File: src/rtl/shiftPkg.sv
package shiftPkg;
  localparam int DATA_W = 16;
  localparam int AMT_W  = $clog2(DATA_W);

  typedef enum logic [2:0] {
    K_LSR, K_LSL, K_ROR, K_ROL, K_ASR, K_PASS, K_NORM
  } kind_e;

  typedef struct packed {
    kind_e            kind;
    logic [AMT_W-1:0] amt;
  } strobe_t;
endpackage

File: src/rtl/shiftCtrl.sv
module shiftCtrl
  import shiftPkg::*;
(
  input  logic             clk,
  input  logic             clr,
  input  logic [3:0]       instr,
  input  logic [AMT_W-1:0] svIn,
  input  logic             svOeN,
  input  logic [AMT_W-1:0] normCount,
  output strobe_t          strobe,
  output logic [AMT_W-1:0] svOut,
  output logic             svOutEn
);
  logic [3:0]       instrQ;
  logic [AMT_W-1:0] svQ, regOne, regTwo;
  logic             isNorm;

  always_ff @(posedge clk) begin
    if (clr) begin
      instrQ <= '0;
      svQ    <= '0;
      regOne <= '0;
      regTwo <= '0;
    end else begin
      instrQ <= instr;
      svQ    <= svIn;
      case (instrQ)
        4'h8: regOne <= svQ;
        4'h9: regTwo <= svQ;
        4'hE: regOne <= normCount;
        4'hF: regTwo <= normCount;
        default: ;
      endcase
    end
  end

  always_comb begin
    strobe.amt  = svQ;
    strobe.kind = K_PASS;
    case (instrQ)
      4'h0: strobe.kind = K_LSR;
      4'h1: strobe.kind = K_LSL;
      4'h2: strobe.kind = K_ROR;
      4'h3: strobe.kind = K_ROL;
      4'h4: begin strobe.kind = K_LSR; strobe.amt = regOne; end
      4'h5: begin strobe.kind = K_LSL; strobe.amt = regOne; end
      4'h6: begin strobe.kind = K_LSR; strobe.amt = regTwo; end
      4'h7: begin strobe.kind = K_LSL; strobe.amt = regTwo; end
      4'hA: strobe.kind = K_ASR;
      4'hB: begin strobe.kind = K_ASR; strobe.amt = regOne; end
      4'hC: begin strobe.kind = K_ASR; strobe.amt = regTwo; end
      4'hD, 4'hE, 4'hF: strobe.kind = K_NORM;
      default: strobe.kind = K_PASS;
    endcase
  end

  assign isNorm  = (strobe.kind == K_NORM);
  assign svOutEn = isNorm && !svOeN;
  assign svOut   = svOutEn ? normCount : '0;

  // opcode 8 loads the first amount register from the captured amount
  p_load_one_r5: assert property (@(posedge clk) disable iff (clr)
    instrQ == 4'h8 |=> regOne == $past(svQ));
  // opcode F saves the encoder count in the second register
  p_norm_save_r7: assert property (@(posedge clk) disable iff (clr)
    instrQ == 4'hF |=> regTwo == $past(normCount));
  // other opcodes hold the first register
  p_hold_one_r10: assert property (@(posedge clk) disable iff (clr)
    (instrQ != 4'h8 && instrQ != 4'hE) |=> $stable(regOne));
  p_hold_two_r10: assert property (@(posedge clk) disable iff (clr)
    (instrQ != 4'h9 && instrQ != 4'hF) |=> $stable(regTwo));
endmodule

File: src/rtl/shiftData.sv
module shiftData
  import shiftPkg::*;
(
  input  logic              clk,
  input  logic              clr,
  input  logic [DATA_W-1:0] dataIn,
  input  strobe_t           strobe,
  output logic [DATA_W-1:0] result,
  output logic [AMT_W-1:0]  normCount
);
  logic [DATA_W-1:0]   dataQ;
  logic [2*DATA_W-1:0] dbl;
  logic [2*DATA_W-1:0] rotR, rotL;
  logic                runOn;

  always_ff @(posedge clk) begin
    if (clr) dataQ <= '0;
    else     dataQ <= dataIn;
  end

  always_comb begin
    normCount = '0;
    runOn     = 1'b1;
    for (int i = DATA_W - 2; i >= 0; i--) begin
      if (runOn && dataQ[i] == dataQ[DATA_W-1]) normCount = normCount + AMT_W'(1);
      else runOn = 1'b0;
    end
  end

  assign dbl  = {dataQ, dataQ};
  assign rotR = dbl >> strobe.amt;
  assign rotL = dbl << strobe.amt;

  always_comb begin
    case (strobe.kind)
      K_LSR:   result = dataQ >> strobe.amt;
      K_LSL:   result = dataQ << strobe.amt;
      K_ROR:   result = rotR[DATA_W-1:0];
      K_ROL:   result = rotL[2*DATA_W-1:DATA_W];
      K_ASR:   result = $unsigned($signed(dataQ) >>> strobe.amt);
      K_NORM:  result = dataQ << normCount;
      default: result = dataQ;
    endcase
  end

  // pass-through leaves the captured word untouched
  p_pass_r5: assert property (@(posedge clk) disable iff (clr)
    strobe.kind == K_PASS |-> result == dataQ);
  // a normalised non-trivial word has differing top bits
  p_norm_top_r6: assert property (@(posedge clk) disable iff (clr)
    (strobe.kind == K_NORM && dataQ != '0 && dataQ != '1)
      |-> result[DATA_W-1] != result[DATA_W-2]);
endmodule

File: src/rtl/norm_shifter.sv
module norm_shifter
  import shiftPkg::*;
(
  input  logic              clk,
  input  logic              clr,
  input  logic [DATA_W-1:0] dataIn,
  input  logic [3:0]        instr,
  input  logic [AMT_W-1:0]  svIn,
  input  logic              svOeN,
  output logic [DATA_W-1:0] result,
  output logic [AMT_W-1:0]  svOut,
  output logic              svOutEn
);
  strobe_t          strobe;
  logic [AMT_W-1:0] normCount;

  shiftCtrl u_ctrl (
    .clk(clk), .clr(clr), .instr(instr), .svIn(svIn), .svOeN(svOeN),
    .normCount(normCount), .strobe(strobe), .svOut(svOut), .svOutEn(svOutEn)
  );

  shiftData u_data (
    .clk(clk), .clr(clr), .dataIn(dataIn), .strobe(strobe),
    .result(result), .normCount(normCount)
  );

  // the port is never driven without permission
  p_sv_drive_r8: assert property (@(posedge clk) disable iff (clr)
    svOutEn |-> !svOeN);
endmodule

File: config.mk
export PLATFORM = sky130hd
export DESIGN_NAME = norm_shifter
export DESIGN_NICKNAME = d
export VERILOG_FILES = /design/src/rtl/shiftPkg.sv /design/src/rtl/shiftCtrl.sv /design/src/rtl/shiftData.sv /design/src/rtl/norm_shifter.sv
export SDC_FILE = /design/constraint.sdc
export NUM_CORES = 1
export LEC_CHECK = 0
export BUFFER_PORTS_ARGS = -buffer_cell sky130_fd_sc_hd__buf_4
export CORE_MARGIN = 3
export CORE_UTILIZATION = 48
export DETAILED_ROUTE_END_ITERATION = 7
export PLACE_DENSITY = 0.69
export SYNTH_ARGS = -nofsm -noshare
export SYNTH_HDL_FRONTEND = slang
export SYNTH_HIERARCHICAL = 1
export SYNTH_SLANG_ARGS = --single-unit
export TNS_END_PERCENT = 5
File: constraint.sdc
create_clock -name clk -period 7.7 [get_ports clk]
set_clock_uncertainty 0.1 [all_clocks]
set_input_delay 0.385 -clock clk [delete_from_list [all_inputs] [get_ports clk]]
set_output_delay 0.385 -clock clk [all_outputs]
set_load 0.05 [all_outputs]
### Word-level counts from Yosys, hierarchy flattened

Index checks and enable logic that the tools add are counted.

| cells by class | value |
|---|---|
| equality and inequality tests | 35 |
| reductions and logical operators | 26 |
| div/mod/pow operators | 0 |
| add/sub/neg operators | 14 |
| muxes and demuxes | 35 |
| shift operators | 6 |
| magnitude comparators | 0 |
| multipliers | 0 |
| bitwise gates (word level) | 0 |

Operators with widths:

| cell | count |
|---|---|
| case mux 16 bit (6 select lines) | 1 |
| 2-to-1 mux 4 bit | 15 |
| adder 4 x 1 -> 4 bit, second input constant | 13 |
| == test 4 bit, second input constant | 8 |
| << shifter 16 x 4 -> 16 bit | 2 |
| << shifter 32 x 4 -> 32 bit | 1 |
| right shift 32 x 4 -> 16 bit | 1 |
| case mux 4 bit (2 select lines) | 3 |
| case mux 3 bit (6 select lines) | 1 |
| OR reduction 3 bit | 6 |
| == test 4 x 3 -> 1 bit, second input constant | 4 |
| right shift 16 x 4 -> 16 bit | 1 |
| >>> shifter 16 x 4 -> 16 bit | 1 |
| == test 1 bit | 15 |
| logical AND 1 bit | 15 |
| 2-to-1 mux 1 bit | 15 |
| == test 4 x 2 -> 1 bit, second input constant | 2 |
| == test 3 x 2 -> 1 bit, second input constant | 2 |
| == test 3 bit, second input constant | 2 |
| == test 4 x 1 -> 1 bit, second input constant | 1 |
| logical NOT 4 bit | 1 |
| nonzero test 2 bit | 2 |
| == test 3 x 1 -> 1 bit, second input constant | 1 |
| logical NOT 3 bit | 1 |
| 2 further kinds | 2 |

| storage, ports and cells | value |
|---|---|
| bits in latches | 0 |
| input bits | 27 |
| register bits | 32 |
| word-level logic and storage cells | 121 |
| memories | 0 |
| memory bits (writable) | 0 |
| ROM bits | 0 |

### Depth between registers and ports, before layout

Gate-level depths: netlist of run 1.

| logic depth | value |
|---|---|
| depth after elaboration | 32 |
| depth in mapped cells | 36 |

### Modules after synthesis

The synthesis of run 1 kept the hierarchy.

Modules (own cells, without submodules):

| module | cells an instance | sequential area each (um2) | area each (um2) | instances |
|---|---|---|---|---|
| shiftData | 652 | 320.3 | 4901.0 | 1 |
| shiftCtrl | 98 | 320.3 | 889.6 | 1 |

### Least setup slack after synthesis of run 1

Ideal clock, no wire load.

| path | value |
|---|---|
| kind | register to output |
| start | reg u_data.dataQ[15] |
| end | out result[0] |
| path slack | -0.539 ns |
| buffers on the path | 3 |
| stages on the path, launching flop included | 33 |
| data arrival time | 7.754 ns |
| path through | dfxtp_1 -> clkbuf_1 -> clkbuf_1 -> nand2_1 -> o22ai_1 -> ha_1 -> nor4_1 -> a211oi_1 -> ha_1 -> a311o_1 -> nand2_1 -> ha_1 -> mux2_2 -> o22ai_1 -> nor2_1 -> a31o_2 -> o211ai_1 -> o21ai_0 -> ha_1 -> mux2i_1 -> ha_1 -> nor2b_1 -> o2bb2ai_1 -> a221oi_1 -> nor4_4 -> xnor2_1 -> xnor2_1 -> nand3_1 -> xor2_2 -> mux2i_2 -> buf_4 -> nand2_2 -> o31ai_1 |

| between the ends | value |
|---|---|
| cells in the longest elaborated chain, start to end | 32 |
| elaborated cells between the ends (all ways) | 79 |
| those cells by class | add/sub (14); eq/ne (15); shift (6); mux (30); reduce/logical (14) |

Ends and longest elaborated chain:

| what | line | RTL |
|---|---|---|
| from (decl) | shiftData.sv:11 | `logic [DATA_W-1:0] dataQ;` |
| from (signal assigned) | shiftData.sv:18 | `else dataQ <= dataIn;` |
| == test 1 bit | shiftData.sv:25 | `if (runOn && dataQ[i] == dataQ[DATA_W-1]) normCount = normCount + AMT_W'(1);` |
| 2-to-1 mux 1 bit | shiftData.sv:25 |  |
| adder 1 x 1 -> 2 bit or logical AND 1 bit (tied branches) | shiftData.sv:25 |  |
| 2-to-1 mux 4 bit or 2-to-1 mux 1 bit (tied branches) | shiftData.sv:25 |  |
| adder 4 x 1 -> 4 bit or logical AND 1 bit (tied branches) | shiftData.sv:25 |  |
| 2-to-1 mux 4 bit or 2-to-1 mux 1 bit (tied branches) | shiftData.sv:25 |  |
| adder 4 x 1 -> 4 bit or logical AND 1 bit (tied branches) | shiftData.sv:25 |  |
| 2-to-1 mux 4 bit or 2-to-1 mux 1 bit (tied branches) | shiftData.sv:25 |  |
| [... 16 more ...] | n/a |  |
| adder 4 x 1 -> 4 bit or logical AND 1 bit (tied branches) | shiftData.sv:25 |  |
| 2-to-1 mux 4 bit or 2-to-1 mux 1 bit (tied branches) | shiftData.sv:25 |  |
| adder 4 x 1 -> 4 bit or logical AND 1 bit (tied branches) | shiftData.sv:25 |  |
| 2-to-1 mux 4 bit or 2-to-1 mux 1 bit (tied branches) | shiftData.sv:25 |  |
| adder 4 x 1 -> 4 bit or logical AND 1 bit (tied branches) | shiftData.sv:25 |  |
| 2-to-1 mux 4 bit | shiftData.sv:25 |  |
| << shifter 16 x 4 -> 16 bit | shiftData.sv:41 | `K_NORM: result = dataQ << normCount;` |
| case mux 16 bit (6 select lines) (*) | shiftData.sv:35 | `case (strobe.kind)` |
| to (decl) | norm_shifter.sv:10 | `output logic [DATA_W-1:0] result,` |

Every way passes the cells marked *; elsewhere a longest branch is shown, timed or not.

### Worst setup path in the final report of run 1

| path | value |
|---|---|
| start | reg u_data.dataQ[15] |
| end | out result[12] |

Same word-level chain as after synthesis.

==> results list, run 1 <==
- CP Data Required Time: 7210 ps
- Violation count after the first detailed-routing iteration: around 700
- The first global-routing pass estimated between 30000 and 40000 µm of wire.
- Cell type with the highest occurrence count on the critical path: sky130_fd_sc_hd__ha_4
- Fraction of the mapped netlist area in simple logic gates: 0.2459
- The area fraction in compound gates after synthesis came to 0.2565.
* Post-layout minimum cycle time: roughly 7600 ps
- The number of global-route vias before repair is 5829.
- For this run the aggregate overflow at the end of global routing stands at 0.
- STA classifies the critical path startpoint as a flop.
- Sinks on the clock net: 32
- Critical Path Max Stage Delay: 530 ps
- Rows: 39
* Share of synthesized registers carrying an async set or reset: 0
* Mux contribution to synthesized area: 0.2671
- The clock passes through at most 2 buffers.
- Width of the die: between 100 and 150 µm
* Maximum fanout count along the critical path: 5
- The repair_antennas step left the layout with diodes totalling 0.
* Vias per inst: ~6.9
* Worst flop-to-flop path endpoint: u_ctrl/regOne[3]
* Relative max-transition margin: 0.3040
* Tightest Hold Check Type: input port to flop
- The number of buffers and inverters on the critical path is 2.
- Fraction of synthesized cell area in xor and xnor cells: 0.02247
- TritonCTS built the clock tree.
- The floorplan step defined a core boundary enclosing 0.01161 mm².
- The final count of hold timing violations came to 0.
* Synthesized flop and latch total: 32
* P&R area growth vs syn: 16.01%
- After detailed routing, the number of remaining DRC violations is 0.
* Part of the Yosys area used for sequential elements: 0.1106
- Summed over all cells, the static leakage comes to ~2.5 nW.
* Status: completed
* Number of instances in the placed design: roughly 900
* Largest family of logic cells by synthesized area: multiplexers
- Number of detailed-routing iterations run before antenna repair: 5
- Number of warnings issued by yosys: 6
- Setup violations remaining at the end of the flow were counted as 0.
- HPWL after detailed placement: 13710 µm
* Worst setup path end: result[12]
- Critical path class: flop to output pin
- Clk pin slew, worst setup/hold paths: about 60 ps
- In the final design database the tool counted 801 nets.
* WHS: 205.5 ps
- In this run the tool buffered the top-level ports with 47 buffer cells.
- The congestion estimate from routability-driven global placement came to between 0.9 and 1.
* Synthesized-area fraction occupied by adder cells: 0.02377
- Initial antenna violation count: 0
- The initial utilization of the core area, before any placement, comes to 0.4986.
* Power per cell area: 150.3 mW/mm²
* Kind of cell adding the most delay to the critical path: compound AO/OA/AOI/OAI gates
* Highest achievable clock rate: roughly 130 MHz
- The worst register-to-register path has a setup slack of ~1100 ps.
* Clock latency on the worst-skew pair: 290 ps
- Synthesis produced a netlist with a net count of approximately 790.
* Vias after detailed routing: 6258
- In this run the worst setup path begins at u_data/dataQ[15].
- The worst setup path is captured at an output pin.
- The detail route stage leaves a number of antenna-violating nets equal to 0.
* TritonCTS Buffers: 5
- Mapped Cells: between 700 and 800
- The tree is rooted in a sky130_fd_sc_hd__clkbuf_16.
- The critical path crosses 33 cells after its start point.
* Routed WL per cell: ~22 µm
- Data arrival at the endpoint of the critical path: 7150 ps
- The die covers 0.01342 mm².
- Total global-route track usage: 0.2882
* R2r worst-path depth: 32
- Part of the cycle the worst path needs: 0.9910
* Core occupancy in the finished layout: 0.5784
- Yosys mapped a number of flops with a built-in enable equal to 0.
* Cell with the largest stage delay on the worst path: sky130_fd_sc_hd__mux4_2
- Entering global routing, the biggest net connects 50 pins.
* Mean cell area of the mapped netlist: between 7 and 8 µm²
- In the final layout, the share of cells above drive strength 1 is 0.2814.
- VDD sags by at most 0.1492 mV.
- Number of H-tree levels: 2
- Top FF cell, synth: sky130_fd_sc_hd__dfxtp_1
- The library cell used most frequently in the layout, excluding fill and tap cells, is sky130_fd_sc_hd__buf_4.
* MaxCap Viol Count: 0
* Count of distinct cell types in the synthesized netlist: 76
* Top library cells by usage in the layout, fill and taps aside: 79 x sky130_fd_sc_hd__buf_4, 67 x sky130_fd_sc_hd__nand2_1, 56 x sky130_fd_sc_hd__mux2i_1
- At the pin with the least slew margin, the transition time is around 1000 ps.
- During I/O placement, the number of pins put on the boundary was 48.
- Startpoint of the worst register-to-register path: u_data/dataQ[15]
* Unrepaired setup endpoints after global routing: true
- Final cell count without fillers: between 900 and 1000
* Height of the die: around 120 µm
* Post-Synthesis Cell Area: 0.005791 mm²
- Total length of routed wires: a little under 20000 µm
- Number of slew-limit violations in the final report: 0
-- cells by family (layout without fill, tap and decap cells) --
kind of cell | count (synthesis) | in the layout
AO/OA/AOI/OAI | 212 | 212
adder cells (fa/ha/maj) | 11 | 11
multiplexers | 110 | 110
flip-flops | 32 | 32
XOR/XNOR | 14 | 14
AND/OR/NAND/NOR | 271 | 271
buffers and inverters | 100 | 114
-- synthesized netlist by cell type (all sizes together), types with 4 or more instances --
library cell / instances / share of area
a31oi: 16 / 0.017
nand4: 4 / 0.0043
o22ai: 13 / 0.014
o2bb2ai: 4 / 0.0060
a221o: 7 / 0.012
o21a: 6 / 0.0078
nor2: 49 / 0.032
a2bb2oi: 6 / 0.0091
o22a: 5 / 0.0076
nand3: 30 / 0.027
nor4: 6 / 0.0091
o221ai: 8 / 0.012
a211oi: 23 / 0.030
nor2b: 35 / 0.038
or2: 8 / 0.0091
a21oi: 46 / 0.040
buf: 22 / 0.023
o221a: 5 / 0.0097
dfxtp: 32 / 0.11
mux2i: 60 / 0.10
nand2: 70 / 0.046
nand2b: 13 / 0.014
o21ai: 38 / 0.033
a221oi: 5 / 0.0076
nor3: 9 / 0.0078
ha: 11 / 0.024
nor3b: 4 / 0.0052
or4: 4 / 0.0065
and2: 14 / 0.015
inv: 24 / 0.016
and3: 6 / 0.0065
mux4: 33 / 0.13
mux2: 17 / 0.034
or3: 8 / 0.0086
clkbuf: 54 / 0.035
xor2: 8 / 0.013
xnor2: 6 / 0.0091
-- per-stage QoR --
| stage | setup TNS, ps | worst slack, ps | area, µm² | total power [W] |
|---|---|---|---|---|
| finish | 0 | 69.37 | 6718 | 0.001010 |
| floorplan | -1356 | -262.2 | 5802 | 0.0005795 |
| global route | -997.9 | -125.6 | 6718 | 0.001065 |
| CTS | 0 | 2.622 | 6440 | 0.0009526 |
| detailed placement | 0 | 21.29 | 6178 | 0.0007110 |
| global placement | 0 | 203.9 | 6178 | 0.0007019 |
-- power by group --
part	leakage, nW	switching [W]	internal, W
Sequential	0.267	0.0000245	0.000174
Clock	0.0798	0.0000726	0.000152
Combinational	2.19	0.000336	0.000250
-- routing by layer --
metal	GRT usage	routed length [µm]
met1	0.3798	8013
met2	0.4584	9243
met3	0.06057	1674
met4	0.1222	823
met5	0	0
-- cell type report --
cell class | count | area (µm²)
Timing Repair Buffer | 82 | 635.6
Clock buffer | 5 | 125.1
Sequential cell | 32 | 650.6
Inverter | 24 | 90.09
Multi-Input combinational cell | 618 | 4995
Tap cell | 143 | 178.9
Fill cell | 1051 | 4896
Clock inverter | 3 | 42.54
-- what timing repair did --
item / CTS / global route
gates resized for setup: 15 / 39
setup buffers: 3 / 10
hold buffers: 0 / 0
endpoints found under the setup margin: 16 / 17
hold endpoints to repair: 0 / 0
pin swaps: 7 / 18
-- registers in the layout, summed over array words and instances, names as in the netlist --
| signal | cells |
|---|---|
| u_ctrl/regOne | 4 |
| u_ctrl/regTwo | 4 |
| u_ctrl/svQ | 4 |
| u_ctrl/instrQ | 4 |
| u_data/dataQ | 16 |
-- worst min path at each step --
stage / slack [ps] / endpoint / startpoint / cells past startpoint
2_1_floorplan: 360 / u_ctrl/instrQ[0] / clr / 1
5_1_grt: 210 / u_ctrl/instrQ[0] / instr[0] / 2
3_3_place_gp: 420 / u_ctrl/regOne[3] / u_ctrl/regOne[3] / 2
3_5_place_dp: 420 / u_ctrl/regOne[0] / u_ctrl/regOne[0] / 2
6_report: 210 / u_ctrl/instrQ[1] / instr[1] / 2
4_1_cts: 210 / u_ctrl/instrQ[0] / instr[0] / 2
Note: power is estimated with default switching activity, not from simulation.
==> inputs of run 2 (changes only) <==
==> constraint.sdc (replaced) <==
create_clock -name clk -period 7.7 [get_ports clk]
set_clock_uncertainty 0.1 [all_clocks]
set_input_delay 0.385 -clock clk [delete_from_list [all_inputs] [get_ports clk]]
set_output_delay 0.385 -clock clk [all_outputs]
set_load 0.01 [all_outputs]
==> run 2 against run 1 <==
The flow now finishes with violations (negative setup slack). Combinational power decreased by 7.8%. Non-clock buffer count increased by 4. Clock power up 3%. Register-to-register slack worse by 300 ps. Design area grew 0.93%. First-iteration DRC count rose by 11%. Critical endpoint unchanged. Highest routed layer unchanged.
==> results list, run 2 (synthesis results as in run 1) <==
- The flow ran to the end, but the final reports show violations.
- Violated checks: negative setup slack
- The global router's overall resource usage came to 0.2852 (-0.002923).
* HPWL after detailed placement: 13640 µm (-0.50%)
- The flip-flop count of the largest register after layout was 16 (unchanged).
- The height of the die is 115.8 µm (unchanged).
- The tightest min-delay check is of the input port to flop type.
* Number of slew-limit violations in the final report: 0 (unchanged)
- Worst hold path stage count: 2 (unchanged)
* Clock Path Buffers: 2 (unchanged)
- The clock latency on the worst-skew pair was 290 ps (about the same).
- The maximum fanout along the worst path is 4 (-1).
- The residual antenna-violating net count after detailed routing was 0 (unchanged).
- End point of the worst hold path: u_ctrl/svQ[3]
- The starting density of the core came to 0.4986 (unchanged).
* Number of endpoints with negative hold slack in the final report: 0 (unchanged)
* Number of instances in the placed design: 885 (-0.11%)
- Highest achievable clock rate: 127.1 MHz (-3.0%)
- The worst setup path is launched from a flop.
* Clock tree root driver cell: sky130_fd_sc_hd__clkbuf_16
- The normalized max-slew margin was 0.2685 (-0.03558).
* Switch Pwr: 0.0003928 W (-9.4%)
- The number of nets in the layout was 805 (+0.50%).
- Static power due to leakage: 2.538 nW (+0.22%)
- In this run the critical register-to-register path is launched from u_data/dataQ[13].
- Ranked by flip-flop count, first place goes to u_data/dataQ.
* Final non-filler cell area: 0.006780 mm² (+0.93%)
- Routed WL per cell: 21.60 µm (-0.81%)
- The clock-pin slew of the registers on the worst-case setup and hold paths is 60 ps (about the same).
* Largest net degree at the start of global routing: 50 (unchanged)
* Worst IR drop on VDD: 0.1526 mV (+2.3%)
- Hold-fix buffers at CTS: 0 (unchanged)
- The final setup violation count was 13 (+13).
- CP Data Required Time: 7210 ps (about the same)
- Floorplan die area: 0.01342 mm² (unchanged)
- The DRC violation total after the first TritonRoute iteration is 776 (+11%).
- Port bufs: 47 (unchanged)
* First-pass GRT wire length: 30450 µm (-0.81%)
- The total clock sinks came to 32 (unchanged).
- The hold slack was 202.3 ps (-3.208 ps).
- Placed instance area: 0.006147 mm² (-0.51%)
* Final worst setup slack: -170.6 ps (-240.0 ps)
* MaxCap Viol Count: 0 (unchanged)
* Core area: 0.01161 mm² (unchanged)
- GPL Wtd Cong: 0.9674 (-0.88%)
* Width of the die: 115.8 µm (unchanged)
- Leaving out fill and tap cells, the most frequent cell in the layout is sky130_fd_sc_hd__buf_4.
- TritonCTS Buffers: 5 (unchanged)
- Final cell count without fillers: 911 (+0.44%)
* Aggregate global routing overflow: 0 (unchanged)
- Worst Max-Slew Pin Slew: 1097 ps (+53.36 ps)
- Unrepaired setup endpoints after global routing: true
- Power per cell area: 142.8 mW/mm² (-5.0%)
* Num ports: 48 (unchanged)
- Critical Path Max Stage Delay: 560 ps (+30 ps)
- The total number of H-tree levels was 2 (unchanged).
- The depth of the worst register-to-register path was 35 (+9.4%).
- The total iterations of the first detailed-routing run came to 5 (unchanged).
* Worst flop-to-flop path endpoint: u_ctrl/regOne[3]
- The total power is 0.0009682 W (-4.1%).
- Top library cells by usage in the layout, fill and taps aside: 84 x sky130_fd_sc_hd__buf_4, 66 x sky130_fd_sc_hd__nand2_1, 55 x sky130_fd_sc_hd__mux2i_1
- Detailed-route DRC error count: 0 (unchanged)
- The number of global-route vias before repair came to 5787 (-0.72%).
- Total length of routed wires: 19680 µm (-0.37%)
* P&R area growth vs syn: 17.09%
- Antenna diodes: 0 (unchanged)
- Launch point of the worst hold path: svIn[3]
- The minimum clock period after layout was 7871 ps (+240.0 ps).
* Combinational power share: 0.557 (-0.024)
- The detailed-route via count came to 6270 (+0.19%).
- Pint: 0.0005754 W (-0.13%)
- By instance count, the cell type seen most on the critical path is sky130_fd_sc_hd__ha_4.
- The share of total power in sequential cells came to 0.205 (+0.008).
* Rows: 39 (unchanged)
- The worst setup path is captured at an output pin.
- Part of the cycle the worst path needs: 1.022 (+0.03116)
- Data arrival at the endpoint of the critical path: 7390 ps (+240 ps)
- The share of layout cells above drive strength 1 is 0.2852 (+0.003743).
- The critical path is of the flop to output pin type.
- CTS tree: built
- Cell with the largest stage delay on the worst path: sky130_fd_sc_hd__or4_4
* Switching power as a share of total power: 0.4057 (-0.02365)
* Vias per inst: 6.883 (-0.25%)
- Initial antenna violation count: 0 (unchanged)
- Clock power frac: 0.237 (+0.015)
* Setup tns final: -885.7 ps (-885.7 ps)
* Minimum setup slack among reg-to-reg paths: 810 ps (-300 ps)
run 2: cell types whose count changed in the layout (fill, tap and decap cells not counted), sizes merged:
| cell | before | now |
|---|---|---|
| buf | 82 | 86 |
run 2: how the worst max path moves through the flow:
stage	start	endpoint	slack, ps	cells past startpoint
2_1_floorplan	u_data/dataQ[15]	result[12]	140	34
3_3_place_gp	u_data/dataQ[15]	result[12]	190	33
3_5_place_dp	u_data/dataQ[15]	result[1]	-60	30
4_1_cts	u_data/dataQ[12]	result[12]	3	34
5_1_grt	u_data/dataQ[13]	result[12]	-480	34
6_report	u_data/dataQ[13]	result[12]	-170	34
run 2: what timing repair did:
item / in CTS / in global routing
gates resized for setup: 15 / 48
setup endpoints to repair: 16 / 17
buffers inserted: 8 / 10
pin swaps: 11 / 28
run 2: area by class of cell:
class / instances / area, µm²
inverters: 24 / 90.09
flip-flops and latches: 32 / 649.4
repair buffers: 86 / 656.9
clock buffers: 5 / 125.1
multi-input cells: 618 / 5037
fillers: 1016 / 4833
well taps: 143 / 178.9
clock inverters: 3 / 42.54
run 2: per-stage QoR:
stage / setup WS, ps / util
6_report: -170.6 / 0.5838
5_1_grt: -478.6 / 0.5838
4_1_cts: 2.604 / 0.5553
3_5_place_dp: -58.21 / 0.5293
3_3_place_gp: 190.4 / 0.5293
2_1_floorplan: 144.7 / -
run 2: power by group through the flow:
stage / Combinational (W) / Sequential, W / Clock, W
after CTS: 0.000482 / 0.000197 / 0.000232
after floorplan: 0.000345 / 0.000183 / 0
after detailed placement: 0.000456 / 0.000201 / 0
final: 0.000540 / 0.000199 / 0.000230
after global placement: 0.000447 / 0.000200 / 0
after global routing: 0.000578 / 0.000200 / 0.000240
run 2: worst max-delay path, delay by kind of cell, from the launching register on:
family / cells / cell delay (ps)
and+or+nand+nor: 10 / 1930
DFF: 1 / 350
buffers and inverters: 3 / 390
muxes: 3 / 1000
AOI/OAI and AO/OA: 12 / 1870
adders and majority gates: 6 / 1520
run 2: routing by layer:
| metal | part of all wire | GRT usage |
|---|---|---|
| met1 | 0.40 | 0.3794 |
| met2 | 0.47 | 0.4611 |
| met3 | 0.092 | 0.04125 |
| met4 | 0.040 | 0.1261 |
| met5 | 0 | 0 |
